### src/rtl/scan_seq_pkg.sv
package scan_seq_pkg;

  typedef enum logic [2:0] {
    SQ_IDLE,
    SQ_FLUSH,
    SQ_LOAD,
    SQ_CAPT,
    SQ_DRAIN,
    SQ_END
  } sq_state_e;

  localparam logic [1:0] SEL_STIM = 2'd0;
  localparam logic [1:0] SEL_EXP  = 2'd1;
  localparam logic [1:0] SEL_MASK = 2'd2;

endpackage

### src/rtl/scan_seq_rom.sv
module scan_seq_rom #(
  parameter int WIDTH = 10,
  parameter int DEPTH = 3,
  localparam int AW = (DEPTH > 1) ? $clog2(DEPTH) : 1
) (
  input  logic             clk,
  input  logic             we,
  input  logic [AW-1:0]    waddr,
  input  logic [WIDTH-1:0] wdata,
  input  logic [AW-1:0]    raddr,
  output logic [WIDTH-1:0] rdata
);

  logic [WIDTH-1:0] mem [DEPTH];

  always_ff @(posedge clk) begin
    if (we) begin
      mem[waddr] <= wdata;
    end
  end

  assign rdata = mem[raddr];

endmodule

### src/rtl/scan_seq_fsm.sv
module scan_seq_fsm
  import scan_seq_pkg::*;
#(
  parameter int CHAIN_LEN = 4,
  parameter int NUM_VEC   = 3,
  localparam int SLOT_W = $clog2(CHAIN_LEN + 4),
  localparam int VEC_AW = (NUM_VEC > 1) ? $clog2(NUM_VEC) : 1
) (
  input  logic              clk,
  input  logic              rst_n,
  input  logic              start,
  output sq_state_e         state_o,
  output logic [SLOT_W-1:0] slot_o,
  output logic [VEC_AW-1:0] vec_o,
  output logic              launch_o,
  output logic              done_o,
  output logic              tc_o,
  output logic              fin_o
);

  localparam logic [SLOT_W-1:0] FLUSH_LAST = SLOT_W'(CHAIN_LEN + 3);
  localparam logic [SLOT_W-1:0] SHIFT_LAST = SLOT_W'(CHAIN_LEN - 1);
  localparam logic [VEC_AW-1:0] VEC_LAST   = VEC_AW'(NUM_VEC - 1);

  sq_state_e         st_q, st_d;
  logic [SLOT_W-1:0] slot_q, slot_d;
  logic [VEC_AW-1:0] vec_q, vec_d;
  logic              fin_q, fin_d;
  logic              launch;

  always_comb begin
    st_d   = st_q;
    slot_d = slot_q;
    vec_d  = vec_q;
    fin_d  = fin_q;
    launch = 1'b0;
    unique case (st_q)
      SQ_IDLE: begin
        if (start) begin
          st_d   = SQ_FLUSH;
          slot_d = '0;
          vec_d  = '0;
          fin_d  = 1'b0;
          launch = 1'b1;
        end
      end
      SQ_FLUSH: begin
        if (slot_q == FLUSH_LAST) begin
          st_d   = SQ_LOAD;
          slot_d = '0;
        end else begin
          slot_d = slot_q + 1'b1;
        end
      end
      SQ_LOAD: begin
        if (slot_q == SHIFT_LAST) begin
          st_d   = SQ_CAPT;
          slot_d = '0;
        end else begin
          slot_d = slot_q + 1'b1;
        end
      end
      SQ_CAPT: begin
        if (vec_q == VEC_LAST) begin
          st_d = SQ_DRAIN;
        end else begin
          st_d  = SQ_LOAD;
          vec_d = vec_q + 1'b1;
        end
      end
      SQ_DRAIN: begin
        if (slot_q == SHIFT_LAST) begin
          st_d   = SQ_END;
          slot_d = '0;
          fin_d  = 1'b1;
        end else begin
          slot_d = slot_q + 1'b1;
        end
      end
      SQ_END: begin
        st_d = SQ_IDLE;
      end
      default: begin
        st_d = SQ_IDLE;
      end
    endcase
  end

  always_ff @(posedge clk or negedge rst_n) begin
    if (!rst_n) begin
      st_q   <= SQ_IDLE;
      slot_q <= '0;
      vec_q  <= '0;
      fin_q  <= 1'b0;
    end else begin
      st_q   <= st_d;
      slot_q <= slot_d;
      vec_q  <= vec_d;
      fin_q  <= fin_d;
    end
  end

  assign state_o  = st_q;
  assign slot_o   = slot_q;
  assign vec_o    = vec_q;
  assign launch_o = launch;
  assign done_o   = (st_q == SQ_END);
  assign tc_o     = (st_q == SQ_CAPT);
  assign fin_o    = fin_q;


  done_pulse_chk: assert property (@(posedge clk) disable iff (!rst_n)
    done_o |=> !done_o);


  done_after_drain_chk: assert property (@(posedge clk) disable iff (!rst_n)
    done_o |-> $past(st_q) == SQ_DRAIN);


  single_capture_chk: assert property (@(posedge clk) disable iff (!rst_n)
    tc_o |=> !tc_o);


  busy_start_chk: assert property (@(posedge clk) disable iff (!rst_n)
    (st_q != SQ_IDLE && start) |=> (st_q != SQ_FLUSH || $past(st_q) == SQ_FLUSH));


  flush_span_chk: assert property (@(posedge clk) disable iff (!rst_n)
    (st_q == SQ_FLUSH) |-> slot_q <= FLUSH_LAST);

endmodule

### src/rtl/scan_seq_cmp.sv
module scan_seq_cmp #(
  parameter int NUM_CHAINS = 2,
  parameter int PO_W       = 2,
  parameter int CNT_W      = 16
) (
  input  logic                  clk,
  input  logic                  rst_n,
  input  logic                  clr,
  input  logic                  chain_en,
  input  logic                  po_en,
  input  logic [NUM_CHAINS-1:0] so,
  input  logic [NUM_CHAINS-1:0] so_exp,
  input  logic [NUM_CHAINS-1:0] so_mask,
  input  logic [PO_W-1:0]       po,
  input  logic [PO_W-1:0]       po_exp,
  input  logic [PO_W-1:0]       po_mask,
  output logic [CNT_W-1:0]      cnt_o
);

  localparam int NB = NUM_CHAINS + PO_W;
  localparam int PW = $clog2(NB + 1);
  localparam logic [CNT_W-1:0] CNT_MAX  = '1;
  localparam logic [CNT_W-1:0] STEP_MAX = CNT_W'(NB);

  logic [NB-1:0]     miss;
  logic [PW-1:0]     pop;
  logic [CNT_W:0]    sum_w;
  logic [CNT_W-1:0]  cnt_q, cnt_d;
  logic              cnt_en;

  always_comb begin
    miss = '0;
    if (chain_en) begin
      miss[NUM_CHAINS-1:0] = (so ^ so_exp) & ~so_mask;
    end
    if (po_en) begin
      miss[NB-1:NUM_CHAINS] = (po ^ po_exp) & ~po_mask;
    end
  end

  always_comb begin
    pop = '0;
    for (int i = 0; i < NB; i++) begin
      pop = pop + PW'(miss[i]);
    end
  end

  always_comb begin
    sum_w  = {1'b0, cnt_q} + (CNT_W + 1)'(pop);
    cnt_en = clr || (pop != '0);
    if (clr) begin
      cnt_d = '0;
    end else if (sum_w[CNT_W]) begin
      cnt_d = CNT_MAX;
    end else begin
      cnt_d = sum_w[CNT_W-1:0];
    end
  end

  always_ff @(posedge clk or negedge rst_n) begin
    if (!rst_n) begin
      cnt_q <= '0;
    end else if (cnt_en) begin
      cnt_q <= cnt_d;
    end
  end

  assign cnt_o = cnt_q;


  no_decrease_chk: assert property (@(posedge clk) disable iff (!rst_n)
    !clr |=> cnt_q >= $past(cnt_q));


  sat_hold_chk: assert property (@(posedge clk) disable iff (!rst_n)
    (cnt_q == CNT_MAX && !clr) |=> cnt_q == CNT_MAX);


  step_bound_chk: assert property (@(posedge clk) disable iff (!rst_n)
    !clr |=> (cnt_q - $past(cnt_q)) <= STEP_MAX);

endmodule

### src/rtl/scan_test_seq.sv
module scan_test_seq
  import scan_seq_pkg::*;
#(
  parameter int NUM_CHAINS = 2,
  parameter int CHAIN_LEN  = 4,
  parameter int NUM_VEC    = 3,
  parameter int PI_W       = 2,
  parameter int PO_W       = 2,
  parameter int CNT_W      = 16,
  localparam int VEC_AW  = (NUM_VEC > 1) ? $clog2(NUM_VEC) : 1,
  localparam int CH_BITS = NUM_CHAINS * CHAIN_LEN,
  localparam int SW      = CH_BITS + PI_W,
  localparam int RW      = CH_BITS + PO_W,
  localparam int LD_W    = (SW > RW) ? SW : RW
) (
  input  logic                  clk,
  input  logic                  rst_n,
  input  logic                  start,
  input  logic                  ld_we,
  input  logic [1:0]            ld_sel,
  input  logic [VEC_AW-1:0]     ld_addr,
  input  logic [LD_W-1:0]       ld_data,
  output logic [NUM_CHAINS-1:0] scan_si,
  output logic                  test_ctl,
  output logic [PI_W-1:0]       dut_pi,
  input  logic [NUM_CHAINS-1:0] scan_so,
  input  logic [PO_W-1:0]       dut_po,
  output logic [CNT_W-1:0]      mism_cnt,
  output logic                  pass,
  output logic                  done
);

  localparam int SLOT_W = $clog2(CHAIN_LEN + 4);
  localparam logic [SLOT_W-1:0] LEN_S = SLOT_W'(CHAIN_LEN);

  sq_state_e         st;
  logic [SLOT_W-1:0] slot;
  logic [VEC_AW-1:0] vec;
  logic              launch, fin, tc;

  logic [VEC_AW-1:0] exp_addr;
  logic [SW-1:0]     stim_word;
  logic [RW-1:0]     exp_word, msk_word;

  logic [NUM_CHAINS-1:0] stim_bits, exp_bits, msk_bits;
  logic [NUM_CHAINS-1:0] so_exp, so_mask;
  logic                  chain_en, flush_exp;

  scan_seq_fsm #(
    .CHAIN_LEN (CHAIN_LEN),
    .NUM_VEC   (NUM_VEC)
  ) u_fsm (
    .clk      (clk),
    .rst_n    (rst_n),
    .start    (start),
    .state_o  (st),
    .slot_o   (slot),
    .vec_o    (vec),
    .launch_o (launch),
    .done_o   (done),
    .tc_o     (tc),
    .fin_o    (fin)
  );

  // Shift compares of vector v look at the response of v-1.
  assign exp_addr = (st == SQ_LOAD) ? (vec - VEC_AW'(1)) : vec;

  scan_seq_rom #(.WIDTH(SW), .DEPTH(NUM_VEC)) u_stim_rom (
    .clk   (clk),
    .we    (ld_we && (ld_sel == SEL_STIM)),
    .waddr (ld_addr),
    .wdata (ld_data[SW-1:0]),
    .raddr (vec),
    .rdata (stim_word)
  );

  scan_seq_rom #(.WIDTH(RW), .DEPTH(NUM_VEC)) u_exp_rom (
    .clk   (clk),
    .we    (ld_we && (ld_sel == SEL_EXP)),
    .waddr (ld_addr),
    .wdata (ld_data[RW-1:0]),
    .raddr (exp_addr),
    .rdata (exp_word)
  );

  scan_seq_rom #(.WIDTH(RW), .DEPTH(NUM_VEC)) u_mask_rom (
    .clk   (clk),
    .we    (ld_we && (ld_sel == SEL_MASK)),
    .waddr (ld_addr),
    .wdata (ld_data[RW-1:0]),
    .raddr (exp_addr),
    .rdata (msk_word)
  );

  // Pick the per-chain bits of the current shift slot.
  always_comb begin
    stim_bits = '0;
    exp_bits  = '0;
    msk_bits  = '0;
    for (int j = 0; j < CHAIN_LEN; j++) begin
      if (slot == SLOT_W'(j)) begin
        stim_bits = stim_word[j*NUM_CHAINS +: NUM_CHAINS];
        exp_bits  = exp_word[j*NUM_CHAINS +: NUM_CHAINS];
        msk_bits  = msk_word[j*NUM_CHAINS +: NUM_CHAINS];
      end
    end
  end

  // Flush pattern bit seen at the chain end CHAIN_LEN cycles later.
  assign flush_exp = |((slot - LEN_S) & SLOT_W'(2));

  always_comb begin
    scan_si  = '0;
    dut_pi   = '0;
    chain_en = 1'b0;
    so_exp   = exp_bits;
    so_mask  = msk_bits;
    unique case (st)
      SQ_FLUSH: begin
        scan_si  = {NUM_CHAINS{slot[1]}};
        chain_en = (slot >= LEN_S);
        so_exp   = {NUM_CHAINS{flush_exp}};
        so_mask  = '0;
      end
      SQ_LOAD: begin
        scan_si  = stim_bits;
        chain_en = (vec != '0);
      end
      SQ_CAPT: begin
        dut_pi = stim_word[CH_BITS +: PI_W];
      end
      SQ_DRAIN: begin
        chain_en = 1'b1;
      end
      default: begin
        scan_si = '0;
      end
    endcase
  end

  scan_seq_cmp #(
    .NUM_CHAINS (NUM_CHAINS),
    .PO_W       (PO_W),
    .CNT_W      (CNT_W)
  ) u_cmp (
    .clk      (clk),
    .rst_n    (rst_n),
    .clr      (launch),
    .chain_en (chain_en),
    .po_en    (tc),
    .so       (scan_so),
    .so_exp   (so_exp),
    .so_mask  (so_mask),
    .po       (dut_po),
    .po_exp   (exp_word[CH_BITS +: PO_W]),
    .po_mask  (msk_word[CH_BITS +: PO_W]),
    .cnt_o    (mism_cnt)
  );

  assign test_ctl = tc;
  assign pass     = fin && (mism_cnt == '0);


  pi_quiet_chk: assert property (@(posedge clk) disable iff (!rst_n)
    !test_ctl |-> dut_pi == '0);


  pass_hold_chk: assert property (@(posedge clk) disable iff (!rst_n)
    (pass && !start) |=> pass);

endmodule

### config.mk
export PLATFORM = sky130hd
export DESIGN_NAME = scan_test_seq
export DESIGN_NICKNAME = d
export VERILOG_FILES = /design/src/rtl/scan_seq_pkg.sv /design/src/rtl/scan_seq_rom.sv /design/src/rtl/scan_seq_fsm.sv /design/src/rtl/scan_seq_cmp.sv /design/src/rtl/scan_test_seq.sv
export SDC_FILE = /design/constraint.sdc
export NUM_CORES = 1
export LEC_CHECK = 0
export BUFFER_PORTS_ARGS = -buffer_cell sky130_fd_sc_hd__clkbuf_2
export CAP_MARGIN = 40
export CORE_MARGIN = 2
export CORE_UTILIZATION = 45
export DETAILED_ROUTE_END_ITERATION = 10
export GPL_ROUTABILITY_DRIVEN = 0
export RECOVER_POWER = 25
export SYNTH_ARGS = -nofsm -noshare
export SYNTH_HDL_FRONTEND = slang
export SYNTH_SLANG_ARGS = --single-unit
### constraint.sdc
create_clock -name clk -period 8.1 [get_ports clk]
set_input_delay 0.405 -clock clk [delete_from_list [all_inputs] [get_ports clk]]
set_output_delay 0.405 -clock clk [all_outputs]
set_load 0.03 [all_outputs]
# After elaboration in Yosys (flattened, before gate mapping)

Memories as Yosys holds them, arrays and structs flattened.
Cells that the tools add are included.

Bits in registers: 25
Latch bits: 0
RAM bits: 90
Bits in read-only memories: 0
Output and inout port bits: 23
Memories: 3

Add/subtract/negate cells: 8
$mul: 0
Div/mod/pow operators: 0
$lt $le $gt $ge: 1
Equality and inequality tests: 17
Shifts and indexed selects: 0
Mux-type cells: 46
Bitwise operators: 6
Reductions and logical operators: 19

Memories:

| name           | depth | width | read ports | clocked after memory_dff | wr ports | RTL line           | text |
|---|---|---|---|---|---|---|---|
| u_exp_rom.mem  | 3     | 10    | 1          | 0                        | 1        | scan_seq_rom.sv:14 | `logic [WIDTH-1:0] mem [DEPTH];` |
| u_mask_rom.mem | 3     | 10    | 1          | 0                        | 1        | scan_seq_rom.sv:14 |  |
| u_stim_rom.mem | 3     | 10    | 1          | 0                        | 1        | scan_seq_rom.sv:14 |  |

Operator list:

| cell                                                                    | number |
|---|---|
| 2-bit two-way mux                                                       | 20 |
| 16-bit two-way mux                                                      | 2 |
| 3-bit two-way mux                                                       | 8 |
| 16-bit by 3-bit adder with 17-bit output                                | 1 |
| 16-bit zero test                                                        | 1 |
| 3-bit one-hot mux with 5 select lines                                   | 1 |
| 3-bit by 2-bit equality test with 1-bit output, second input constant   | 4 |
| 1-bit two-way mux                                                       | 10 |
| 3-bit equality test, second input constant                              | 3 |
| 3-bit one-hot mux with 3 select lines                                   | 1 |
| 2-bit one-hot mux with 2 select lines                                   | 2 |
| 3-bit by 1-bit adder with 3-bit output                                  | 2 |
| 3-bit by 1-bit equality test with 1-bit output, second input constant   | 2 |
| 3-bit zero test                                                         | 2 |
| 2-bit inequality test, second input constant                            | 3 |
| 3-bit AND reduction                                                     | 2 |
| 2-bit nonzero test                                                      | 3 |
| 3-bit nonzero test                                                      | 2 |
| 2-bit AND                                                               | 2 |
| 2-bit equality test, second input constant                              | 2 |
| 1-bit logical AND                                                       | 4 |
| 2-bit by 1-bit inequality test with 1-bit output, second input constant | 2 |
| 2-bit NOT                                                               | 2 |
| 4-bit AND reduction                                                     | 1 |
| other kinds (13)                                                        | 15 |

# Depth between registers and ports, before layout

Gate-level depths: netlist (run 1).
An unclocked memory read counts as a cell.

Depth after elaboration: 17
Depth in mapped cells: 23
Gate-level depth less buffers: 19

# By module

Synthesis (run 1) repeated with hierarchy kept, for this count alone.

Cell total of the unflattened synthesis: 423
Area total of the unflattened synthesis: 5,537.8 um^2

By module, submodules not included:

| module        | instances | cells an instance | area an instance (um^2) | sequential area each (um^2) |
|---|---|---|---|---|
| scan_seq_rom  | 3         | 66                | 1,138.6                 | 900.9 |
| scan_seq_cmp  | 1         | 112               | 1,094.8                 | 400.4 |
| scan_seq_fsm  | 1         | 60                | 580.6                   | 225.2 |
| scan_test_seq | 1         | 53                | 446.7                   | 0.0 |

# Worst setup path after synthesis (run 1)

OpenSTA, ideal clock, no wires.

Kind: register to register
Start point: register u_fsm.vec_q[0], in the netlist u_fsm.vec_o[0]
End point: register u_cmp.cnt_q[14], in the netlist u_cmp.cnt_o[14]
Setup time: 0.165 ns
Arrival time: 5.628 ns
Path slack: 2.307 ns
Cell stages (with the launch flop): 23
Buffers on the path: 4
Period minus slack after synthesis: 5.793 ns
Cells stage by stage: dfrtp_1 > clkbuf_1 > clkbuf_1 > buf_2 > inv_1 > ha_1 > mux2_2 > clkbuf_1 > o41a_1 > o2111ai_1 > a31oi_1 > a2111oi_2 > ha_1 > fa_1 > ha_1 > inv_1 > fa_1 > nor2b_1 > o21ai_0 > nor3_1 > nand3_1 > nor3b_1 > nor3_1

Longest elaborated chain between the ends: 17
Elaborated cells on any way between the ends: 32
Classes of those cells: add/sub: 5; mux: 16; bitwise: 6; reduce/logical: 3; memory: 2

RTL lines:

| element                                               | RTL line             | text |
|---|---|---|
| from (decl)                                           | scan_seq_fsm.sv:27   | `logic [VEC_AW-1:0] vec_q, vec_d;` |
| from (signal assigned)                                | scan_seq_fsm.sv:98   | `vec_q <= vec_d;` |
| 2-bit by 1-bit subtractor with 2-bit output           | scan_test_seq.sv:66  | `assign exp_addr = (st == SQ_LOAD) ? (vec - VEC_AW'(1)) : vec;` |
| 2-bit two-way mux                                     | scan_test_seq.sv:66  |  |
| memory 3 x 10 bit                                     | n/a                  |  |
| 2-bit two-way mux (4 in series)                       | scan_test_seq.sv:101 | `if (slot == SLOT_W'(j)) begin` |
| 2-bit two-way mux                                     | scan_test_seq.sv:118 | `unique case (st)` |
| 2-bit bitwise XOR / 2-bit NOT (equally long branches) | scan_seq_cmp.sv:34   | `miss[NUM_CHAINS-1:0] = (so ^ so_exp) & ~so_mask;` |
| 2-bit AND                                             | scan_seq_cmp.sv:34   |  |
| 2-bit two-way mux                                     | scan_seq_cmp.sv:33   | `if (chain_en) begin` |
| 1-bit by 1-bit adder with 2-bit output                | scan_seq_cmp.sv:44   | `pop = pop + PW'(miss[i]);` |
| 3-bit by 1-bit adder with 3-bit output                | scan_seq_cmp.sv:44   |  |
| 3-bit by 1-bit adder with 3-bit output *              | scan_seq_cmp.sv:44   |  |
| 16-bit by 3-bit adder with 17-bit output              | scan_seq_cmp.sv:49   | `sum_w = {1'b0, cnt_q} + (CNT_W + 1)'(pop);` |
| 16-bit two-way mux                                    | scan_seq_cmp.sv:53   | `end else if (sum_w[CNT_W]) begin` |
| 16-bit two-way mux                                    | scan_seq_cmp.sv:51   | `if (clr) begin` |
| to (signal assigned)                                  | scan_seq_cmp.sv:64   | `cnt_q <= cnt_d;` |
| to (decl)                                             | scan_seq_cmp.sv:28   | `logic [CNT_W-1:0] cnt_q, cnt_d;` |

Every way passes the cells marked *; elsewhere a longest branch is shown, timed or not.
A chain may end at the register's enable or synchronous reset.

# Worst setup path after layout (run 1)

Start point: register u_fsm.st_q[1], in the netlist u_fsm.state_o[1]
End point: register u_cmp.cnt_q[14], in the netlist u_cmp.cnt_o[14]

Longest elaborated chain between the ends: 17
Elaborated cells on any way between the ends: 36
Classes of those cells: add/sub: 4; eq/ne: 4; mux: 17; bitwise: 6; reduce/logical: 3; memory: 2

RTL lines:

| element                                               | RTL line                                  | text |
|---|---|---|
| from (decl)                                           | scan_seq_fsm.sv:25                        | `sq_state_e st_q, st_d;` |
| from (signal assigned)                                | scan_seq_fsm.sv:96                        | `st_q <= st_d;` |
| 3-bit by 2-bit equality test with 1-bit output        | scan_test_seq.sv:66, scan_test_seq.sv:118 |  |
| 2-bit two-way mux                                     | scan_test_seq.sv:66                       |  |
| memory 3 x 10 bit                                     | n/a                                       |  |
| 2-bit two-way mux (4 in series)                       | scan_test_seq.sv:101                      |  |
| 2-bit two-way mux                                     | scan_test_seq.sv:118                      |  |
| 2-bit bitwise XOR / 2-bit NOT (equally long branches) | scan_seq_cmp.sv:34                        |  |
| 2-bit AND                                             | scan_seq_cmp.sv:34                        |  |
| 2-bit two-way mux                                     | scan_seq_cmp.sv:33                        |  |
| 1-bit by 1-bit adder with 2-bit output                | scan_seq_cmp.sv:44                        |  |
| 3-bit by 1-bit adder with 3-bit output (2 in series)  | scan_seq_cmp.sv:44                        |  |
| 16-bit by 3-bit adder with 17-bit output              | scan_seq_cmp.sv:49                        |  |
| 16-bit two-way mux                                    | scan_seq_cmp.sv:53                        |  |
| 16-bit two-way mux                                    | scan_seq_cmp.sv:51                        |  |

Parallel ways exist; a longest one is shown, timed or not.

==> results of run 1 <==
-- through the flow --
step,util [%],total power [W],cells,instance area (sq um)
floorplan,-,0.001311,456,5513
global placement,49.05,0.001485,630,5867
global route,54.39,0.002347,670,6506
detailed placement,49.73,0.001514,638,5948
finish,54.39,0.002212,670,6506
CTS,54.48,0.002229,670,6516
-- final cells by class --
| cell class | instances | area (sq um) | share of cell area, % |
|---|---|---|---|
| inverters | 13 | 48.80 | 0.7500 |
| repair buffers | 56 | 321.6 | 4.942 |
| multi-input cells | 307 | 2056 | 31.60 |
| clock buffers | 17 | 425.4 | 6.538 |
| clock inverters | 15 | 142.6 | 2.192 |
| flip-flops and latches | 115 | 3328 | 51.15 |
| well taps | 147 | 183.9 | 2.827 |
-- logic make-up (layout without fill, tap and decap cells) --
family | Yosys count | in the layout | synth area share, %
muxes | 35 | 35 | 6.536
buffers and inverters | 34 | 101 | 2.451
adders and majority gates | 17 | 17 | 4.085
DFF | 115 | 115 | 60.37
and+or+nand+nor | 153 | 153 | 13.94
AOI/OAI and AO/OA | 97 | 97 | 11.69
xor gates and xnor gates | 5 | 5 | 0.9307
-- cells in the mapped netlist, drive strengths merged (8+ instances only) --
cell type	n
nor3	17
a211oi	8
o21ai	23
nor2	46
nand3	8
dfrtp	25
mux2	8
nand2	35
inv	13
edfxtp	90
nor2b	12
clkbuf	16
ha	14
a21oi	28
mux2i	27
-- sequential cells by signal, indices dropped and copies added (netlist names) --
register        flops
u_cmp.cnt_o        16
u_exp_rom.mem      30
u_fsm.fin_o         1
u_fsm.slot_o        3
u_fsm.state_o       3
u_fsm.vec_o         2
u_mask_rom.mem     30
u_stim_rom.mem     30
-- routing by layer --
layer	global-route usage, %	vias up	part of all wire, %
li1	-	1835	-
met1	26.23	1878	45
met2	31.40	93	49
met3	4.870	15	4.3
met4	8.211	0	1.6
met5	0	-	0
-- power breakdown --
part | switching (W) | internal [W]
logic | 0.000444 | 0.000306
clock network | 0.000264 | 0.000447
registers | 0.0000796 | 0.000672
-- worst paths after layout --
path,depth (start not counted),slack (ps),endpoint
max,18,1900,u_cmp.cnt_o[14]
min,1,6,u_fsm.slot_o[0]
max reg2reg,18,1900,u_cmp.cnt_o[14]
min reg2reg,2,570,u_fsm.fin_o
max in group asynchronous,1,7660,u_cmp.cnt_o[13]
min in group clk,1,350,u_mask_rom.mem[0][4]
-- critical path, delay by kind of cell (launching register included) --
family | cells | cell delay, ps
AND/OR/NAND/NOR | 6 | 1740
adder cells (fa/ha/maj) | 4 | 1500
multiplexers | 1 | 340
AO/OA/AOI/OAI | 4 | 1180
XOR/XNOR | 1 | 280
buffers and inverters | 2 | 320
flip-flops | 1 | 720
==> results by group, run 1 <==
Outcome
  • Run status: finished clean

Routing
  • Wirelength, routed: approximately 12,000 um
  • Drt pass-1 iters: 5
  • DR DRC count: 0
  • Vias: around 3,800
  • Number of vias per cell: 5.703
  • Wire per inst: roughly 18 um
  • ANT nets after route: 0
  • Initial DRC count: roughly 350

Timing
  • Worst Setup Slack, final: 1898 ps
  • Peak Freq: 161.2 MHz
  • Setup violations, final: 0
  • Hold slack final: 5.905 ps
  • Worst slew pin tran: 894.5 ps
  • Slew headroom: 40.14%
  • Final hold vios: 0
  • Final period utilization: 76.57%
  • Period minus WS final: a little over 6000 ps
  • Final Slew Violations: 0
  • Clock Skew: 14.29 ps
  • RSZ-0062 raised after global routing: no
  • Fin Setup TNS: 0 ps

Finish
  • Most frequent cells in the layout: edfxtp_1 (90), nor2_1 (46), clkbuf_2 (36), nand2_1 (35), a21oi_1 (28)
  • Fraction of layout cells with a size suffix above 1: between 10% and 20%
  • Commonest non-fill, non-tap cell in the layout: edfxtp_1
  • Area Overhead vs Synth: 18.02%
  • # nets final: between 500 and 600
  • Antenna diodes: 0
  • Filler cell count in the final layout: 1,010

Yosys
  • Ys Warns: 0
  • Avg Inst Size Synth: 12.09 sq um
  • Post-synth net total: ~500
  • Synth area leader: edfxtp_1
  • Sequential share of the synthesized area: ~60%
  • Post-synth cell types: 52
  • Top post-synthesis cells by area: edfxtp_1 (49%), dfrtp_1 (11%), mux2i_1 (4.9%)
  • Async set or reset register ratio after synthesis: 21.74%
  • Syn Std Cell Area: around 5500 sq um
  • EDFF count, synth: 90
  • Post-Syn Instances: about 460
  • Main synth FF type: edfxtp_1
  • Synthesized flop and latch total: 115
  • Share of the synthesized area in the top cell type: 49.02%

Power
  • Leak: 2.451 nW
  • Pwr Density: 340.0 nW/um^2
  • Worst ir drop on vdd: 0.0001515 V

Global routing
  • Initial antenna violation count: 0
  • First-pass GRT wire length: 19,370 um
  • All-Layer GR Usage: 19.83%
  • GRT overflow: 0
  • Largest net degree at the start of global routing: 26
  • Vias in the first global route: approximately 3,700

Clock tree
  • Root Driver: clkbuf_16
  • CTS Buffer Depth: 2
  • CTS tree: done
  • CTS Buf Count: 17
  • Worst-skew pair later-pin latency: 430 ps
  • # H-tree levels: 4
  • Setup bufs post-CTS: 0
  • Clock transition at the registers of the reported paths: 60 ps
  • CTS resizes: 0
  • Clock sink count: 115
  • Hold buffers post-CTS: 0

Worst setup path
  • Worst EP arrival: 6500 ps
  • Highest net fanout along the worst path: 19
  • Setup CP Type: flip-flop to flip-flop
  • Crit-path cells: nor3b_4 > xnor2_2 > buf_6 > mux2_1 > a221o_1 > a221o_1 > a2111oi_2 > ha_1 > fa_1 > ha_1 > inv_1 > fa_1 > nor2b_1 > o21ai_0 > nor3_1 > nand3_1 > nor3b_1 > nor3_1
  • Slowest-stage cell, CP: dfrtp_1
  • FF-to-FF Start: u_fsm.state_o[1]
  • Max stage delay on crit path: 720 ps
  • Startpoint types: flip-flop
  • Critical path required time: 8400 ps
  • Launch point of the worst path: u_fsm.state_o[1]
  • Crit. End Element: flip-flop

Place
  • Port bufs: 44
  • Hpwl dp: approximately 8600 um
  • Dpl ws: 1927 ps

Die
  • Placement row count: 40
  • Floorplan core area: ~12,000 sq um
  • DIE WIDTH: 114.7 um
  • Io pins: 45
  • Die area: roughly 13,000 sq um
  • Initial Util: 46.09%
  • Chip Height: roughly 110 um

Run
  • Max-cap viol count: 0

Hold path
  • Worst min-delay path class: input port to asynchronous set/reset pin
Power figures use the tool's default switching activity.
==> inputs of run 2 (changes only) <==
--- a/config.mk
+++ b/config.mk
@@ -5,6 +5,7 @@
 export SDC_FILE = /design/constraint.sdc
 export NUM_CORES = 1
 export LEC_CHECK = 0
+export ABC_AREA = 1
 export BUFFER_PORTS_ARGS = -buffer_cell sky130_fd_sc_hd__clkbuf_2
 export CAP_MARGIN = 40
 export CORE_MARGIN = 2
==> constraint.sdc (replaced) <==
create_clock -name clk -period 6.35 [get_ports clk]
set_input_delay 0.3175 -clock clk [delete_from_list [all_inputs] [get_ports clk]]
set_output_delay 0.3175 -clock clk [all_outputs]
set_load 0.03 [all_outputs]
==> run 2 against run 1 <==
  * Via count up 7.7%
  * Non-clock buffer count unchanged
  * Count of clock-buffer cells in the layout up 4
  * Register-to-register slack worse by 960 ps
  * Sequential power up 29%
  * Combinational power up 60%
  * Sequential share of layout area about the same
  * Largest cell class unchanged
==> results by group, run 2 <==
Clock tree
  • CTS Buf Count: 17
  • Root Driver: clkbuf_16
  • Setup bufs post-CTS: 0
  • CTS tree: done
  • CTS Buffer Depth: 2
  • Clock sink count: around 120
  • Clock transition at the registers of the reported paths: 60 ps
  • # H-tree levels: 4
  • Worst-skew pair later-pin latency: 410 ps

Routing
  • Wire per inst: approximately 17 um
  • Initial DRC count: 402
  • DR DRC count: 0
  • Wirelength, routed: 13,110 um
  • Vias: 4,115
  • Drt pass-1 iters: 5
  • Number of vias per cell: approximately 5.3
  • ANT nets after route: 0

Finish
  • # nets final: 650
  • Filler cell count in the final layout: slightly above 1,000
  • Top flop regs: u_exp_rom.mem (30), u_mask_rom.mem (30), u_stim_rom.mem (30)
  • Multi-input logic area: ~1900 sq um
  • Antenna diodes: 0
  • FF+latch area: 3328 sq um
  • Commonest non-fill, non-tap cell in the layout: nand2_1
  • Non-Filler Instances: 772
  • Most frequent cells in the layout: nand2_1 (131), edfxtp_1 (90), inv_1 (59), nand3_1 (42), o21ai_0 (40)
  • Fraction of layout cells with a size suffix above 1: 14.72%
  • Area Overhead vs Synth: 18.09%

Timing
  • Peak Freq: 184.9 MHz
  • Final hold vios: 0
  • Hold slack final: approximately 250 ps
  • Fin Setup TNS: 0 ps
  • RSZ-0062 raised after global routing: no
  • Period minus WS final: 5408 ps
  • Worst slew pin tran: 938.7 ps
  • Setup violations, final: 0
  • Final period utilization: 85.16%
  • Clock Skew: 6.128 ps
  • Final Slew Violations: 0
  • Slew headroom: 37.19%

Yosys
  • Share of the synthesized area in the top cell type: 49.02%
  • Syn Std Cell Area: 5513 sq um
  • Synthesized flop and latch total: 115
  • Ys Warns: 0
  • Avg Inst Size Synth: 10.04 sq um
  • EDFF count, synth: 90
  • Sequential share of the synthesized area: 60.37%
  • Synth area leader: edfxtp_1
  • Post-synth net total: 587
  • Top-count cell post-synth: nand2_1
  • Post-Syn Instances: 549
  • Top post-synthesis cells by area: edfxtp_1 (49%), dfrtp_1 (11%), nand2_1 (8.9%)
  • Post-synth cell types: 38
  • Most frequent cells after synthesis: nand2_1 (131), edfxtp_1 (90), inv_1 (59)
  • Async set or reset register ratio after synthesis: 21.74%
  • Main synth FF type: edfxtp_1

Die
  • Io pins: 45
  • Die area: 13,150 sq um
  • Initial Util: 46.09%
  • Placement row count: 40
  • DIE WIDTH: 114.7 um
  • Floorplan core area: 11,960 sq um
  • Chip Height: about 110 um

Global routing
  • First-pass GRT wire length: 20,760 um
  • All-Layer GR Usage: between 20% and 30%
  • Vias in the first global route: between 3,000 and 4,000
  • Largest net degree at the start of global routing: 26
  • Initial antenna violation count: 0
  • GRT overflow: 0

Worst setup path
  • Reg2reg end: u_cmp.cnt_o[4]
  • Worst EP arrival: 5730 ps
  • Startpoint types: flip-flop
  • Slowest-stage cell, CP: nor2_1
  • Worst Setup EP: u_cmp.cnt_o[4]
  • FF-to-FF Start: u_fsm.vec_o[1]
  • Crit. End Element: flip-flop
  • Reg2reg path depth: 28
  • Setup CP Type: flip-flop to flip-flop
  • Launch point of the worst path: u_fsm.vec_o[1]
  • Critical path required time: between 6000 and 7000 ps
  • Highest net fanout along the worst path: 18
  • Max stage delay on crit path: 560 ps
  • Top cell by count, worst path: nand2_1
  • Flop2flop setup slack: 940 ps

Run
  • Max-cap viol count: 0

Hold path
  • Worst min-delay path class: input port to flip-flop

Power
  • Leak: about 2.7 nW
  • Worst ir drop on vdd: roughly 0.00027 V
  • Power, Total: 0.003101 W
  • Pwr Density: 476.3 nW/um^2

Place
  • Placed Cells incl. Taps: 739
  • Port bufs: 44
  • Hpwl dp: between 9000 and 10,000 um

Outcome
  • Run status: finished clean
==> run 2: logic make-up (layout without fill, tap and decap cells) <==
group	after synthesis	count (layout)	synth area share, %
buf+inv	79	155	5.924
xor+xnor	9	9	1.430
fa+ha+maj	16	16	3.904
flops	115	115	60.37
simple gates	245	245	19.50
compound gates	85	85	8.874
==> run 2: cell type report <==
| type | instances | share of cell area, % |
|---|---|---|
| Multi-Input combinational cell | 355 | 28.54 |
| Clock buffer | 21 | 6.765 |
| Clock inverter | 11 | 2.095 |
| Timing Repair Buffer | 56 | 4.786 |
| Tap cell | 147 | 2.825 |
| Sequential cell | 115 | 51.12 |
| Inverter | 67 | 3.863 |
==> run 2: routing by layer <==
metal  up-vias  wire length [um]  track usage, %
li1       2007                 -               -
met1      1967              6005           27.94
met2       118              6162           33.89
met3        23               612           5.241
met4         0               325           8.374
met5         -                 0               0
==> run 2: timing repair <==
item	CTS	global route
hold endpoints to repair	25	0
resized for setup	0	0
hold buffers	1	0
==> run 2: metrics by stage <==
step	utilization, %	setup WS (ps)	cell area, sq um
after floorplan	-	1804	5513
after global placement	49.03	1173	5864
after detailed placement	49.59	1009	5932
after CTS	54.50	980.4	6519
after global routing	54.42	296.8	6510
final	54.42	942.2	6510
==> run 2: where the power goes <==
group | internal [W] | switching, W | total, W
sequential | 0.000883 | 0.0000854 | 0.000969
clock | 0.000611 | 0.000321 | 0.000932
combinational | 0.000353 | 0.000848 | 0.00120
==> run 2: critical path, delay by kind of cell, from the launching register on <==
family                   cells  cell delay (ps)
AO/OA/AOI/OAI                4             1000
adder cells (fa/ha/maj)      5             1690
buffers and inverters        7              770
flip-flops                   1              460
AND/OR/NAND/NOR             12             1370
==> run 2: how the worst min path moves through the flow <==
stage,cells after the start,start,slack [ps],to
2_1_floorplan,0,rst_n,20,u_cmp.cnt_o[0]
3_3_place_gp,1,rst_n,380,u_fsm.slot_o[2]
3_5_place_dp,1,rst_n,380,u_fsm.slot_o[2]
4_1_cts,1,ld_data[7],240,u_stim_rom.mem[0][7]
5_1_grt,1,ld_data[8],280,u_stim_rom.mem[2][8]
6_report,1,ld_data[8],250,u_exp_rom.mem[2][8]
==> inputs of run 3 (changes only) <==
==> constraint.sdc (replaced) <==
create_clock -name clk -period 5.95 [get_ports clk]
set_input_delay 0.2975 -clock clk [delete_from_list [all_inputs] [get_ports clk]]
set_output_delay 0.2975 -clock clk [all_outputs]
set_load 0.03 [all_outputs]
==> run 3 against run 2 <==
  * Flip-flop and latch count stayed put
  * Final cell count up 0.26%
  * Die area unchanged
  * Clock skew hardly changed
  * Power grew 3.9%
==> results by group, run 3 (synthesis results as in run 2) <==
Global routing
  • All-Layer GR Usage: 20.74%
  • Largest net degree at the start of global routing: 26
  • Initial antenna violation count: 0
  • GRT overflow: 0
  • First-pass GRT wire length: 20,240 um
  • Vias in the first global route: 3,987

Timing
  • Worst slew pin tran: 864.5 ps
  • Slew headroom: 42.16%
  • Final hold vios: 0
  • Setup violations, final: 0
  • Worst Setup Slack, final: 576.5 ps
  • RSZ-0062 raised after global routing: no
  • Final period utilization: around nine tenths
  • Fin Setup TNS: 0 ps
  • Peak Freq: 186.1 MHz
  • Clock Skew: 6.158 ps
  • Hold slack final: 256.1 ps
  • Period minus WS final: 5374 ps
  • Final Slew Violations: 0

Routing
  • Wirelength, routed: 12,730 um
  • Number of vias per cell: approximately 5.3
  • Vias: a little over 4,000
  • ANT nets after route: 0
  • Wire per inst: 16.45 um
  • Drt pass-1 iters: 5
  • DR DRC count: 0
  • Initial DRC count: between 200 and 300

Clock tree
  • CTS Buffer Depth: 2
  • Clock transition at the registers of the reported paths: 50 ps
  • Worst-skew pair later-pin latency: 410 ps
  • # H-tree levels: 4
  • Clock sink count: 115
  • Root Driver: clkbuf_16
  • CTS Buf Count: 17
  • CTS tree: done
  • Setup bufs post-CTS: 0

Worst setup path
  • Max stage delay on crit path: 550 ps
  • Setup CP Type: flip-flop to flip-flop
  • Buf+Inv Stages, Crit Path: 7
  • Crit. End Element: flip-flop
  • Top Family by Delay on Critical Path: adder cells
  • Critical path required time: 6280 ps
  • Startpoint types: flip-flop
  • Worst EP arrival: 5700 ps
  • Top cell by count, worst path: nand2_1
  • Highest net fanout along the worst path: 18
  • Slowest-stage cell, CP: nor2_1

Power
  • Int Pwr: 0.001892 W
  • Switch share: ~41%
  • Pwr Density: between 400 and 500 nW/um^2
  • Worst ir drop on vdd: 0.0002407 V
  • Combinational share of power: about two fifths
  • NetSw: about 0.0013 W
  • Clock power share: 28.1%
  • Reg power frac: 31.7%
  • Leak: 2.733 nW

Finish
  • Most frequent cells in the layout: nand2_1 (131), edfxtp_1 (90), inv_1 (59), nand3_1 (42), o21ai_0 (40)
  • # nets final: 652
  • Final Util: between 50% and 60%
  • Antenna diodes: 0
  • Area Overhead vs Synth: 17.36%
  • Top flop regs: u_exp_rom.mem (30), u_mask_rom.mem (30), u_stim_rom.mem (30)
  • Commonest non-fill, non-tap cell in the layout: nand2_1
  • Fraction of layout cells with a size suffix above 1: 14.67%
  • Final Cell Area: 6470 sq um

Die
  • Initial Util: 46.09%
  • Die area: 13,150 sq um
  • Floorplan core area: 11,960 sq um
  • Chip Height: 114.7 um
  • DIE WIDTH: 114.7 um
  • Placement row count: 40
  • Io pins: 45

Hold path
  • Worst min-delay path class: input port to flip-flop

Place
  • Hpwl dp: 9209 um
  • Port bufs: 44
  • Dpl ws: about 660 ps
  • Placed Area: between 5000 and 6000 sq um

Run
  • Max-cap viol count: 0

Outcome
  • Run status: finished clean
run 3: power by group through the flow:
stage          combinational (W)  clock, W  sequential [W]
3_3_place_gp             0.00128         0         0.00103
5_1_grt                  0.00146  0.000955         0.00103
3_5_place_dp             0.00129         0         0.00104
4_1_cts                  0.00130  0.000918         0.00102
2_1_floorplan           0.000896         0         0.00109
6_report                 0.00130  0.000904         0.00102
run 3: layout make-up:
| type | count | area [sq um] |
|---|---|---|
| flip-flops and latches | 115 | 3328 |
| fillers | 1073 | 5492 |
| clock buffers | 20 | 436.7 |
| well taps | 147 | 183.9 |
| clock inverters | 12 | 91.34 |
| inverters | 67 | 251.5 |
| repair buffers | 58 | 320.3 |
| multi-input cells | 355 | 1858 |
run 3: metrics by stage:
stage                     power [W]  cells
after floorplan            0.001982    549
after global placement     0.002316    733
after detailed placement   0.002326    741
after CTS                  0.003237    774
after global routing       0.003443    774
final                      0.003222    774
run 3: path summary, 6_finish.rpt:
check / start / to / slack, ps / depth (start not counted)
setup / recovery: u_fsm.vec_o[1] / u_cmp.cnt_o[8] / 580 / 28
hold / removal: ld_data[8] / u_mask_rom.mem[2][8] / 260 / 1
setup reg to reg: u_fsm.vec_o[1] / u_cmp.cnt_o[8] / 580 / 28
hold reg to reg: u_fsm.fin_o / u_fsm.fin_o / 490 / 2
max in group asynchronous: rst_n / u_cmp.cnt_o[1] / 5100 / 2
min in group asynchronous: rst_n / u_fsm.slot_o[1] / 440 / 2
run 3: what timing repair did:
action / in CTS / in global routing
hold buffers: 1 / 0
gates resized for setup: 0 / 0
hold endpoints to repair: 25 / 0
run 3: layer usage:
layer / global-route usage (%) / share of wire [%]
met2: 33.53 / 47
met5: 0 / 0
met1: 26.27 / 45
met3: 6.141 / 5.4
met4: 8.211 / 2.2
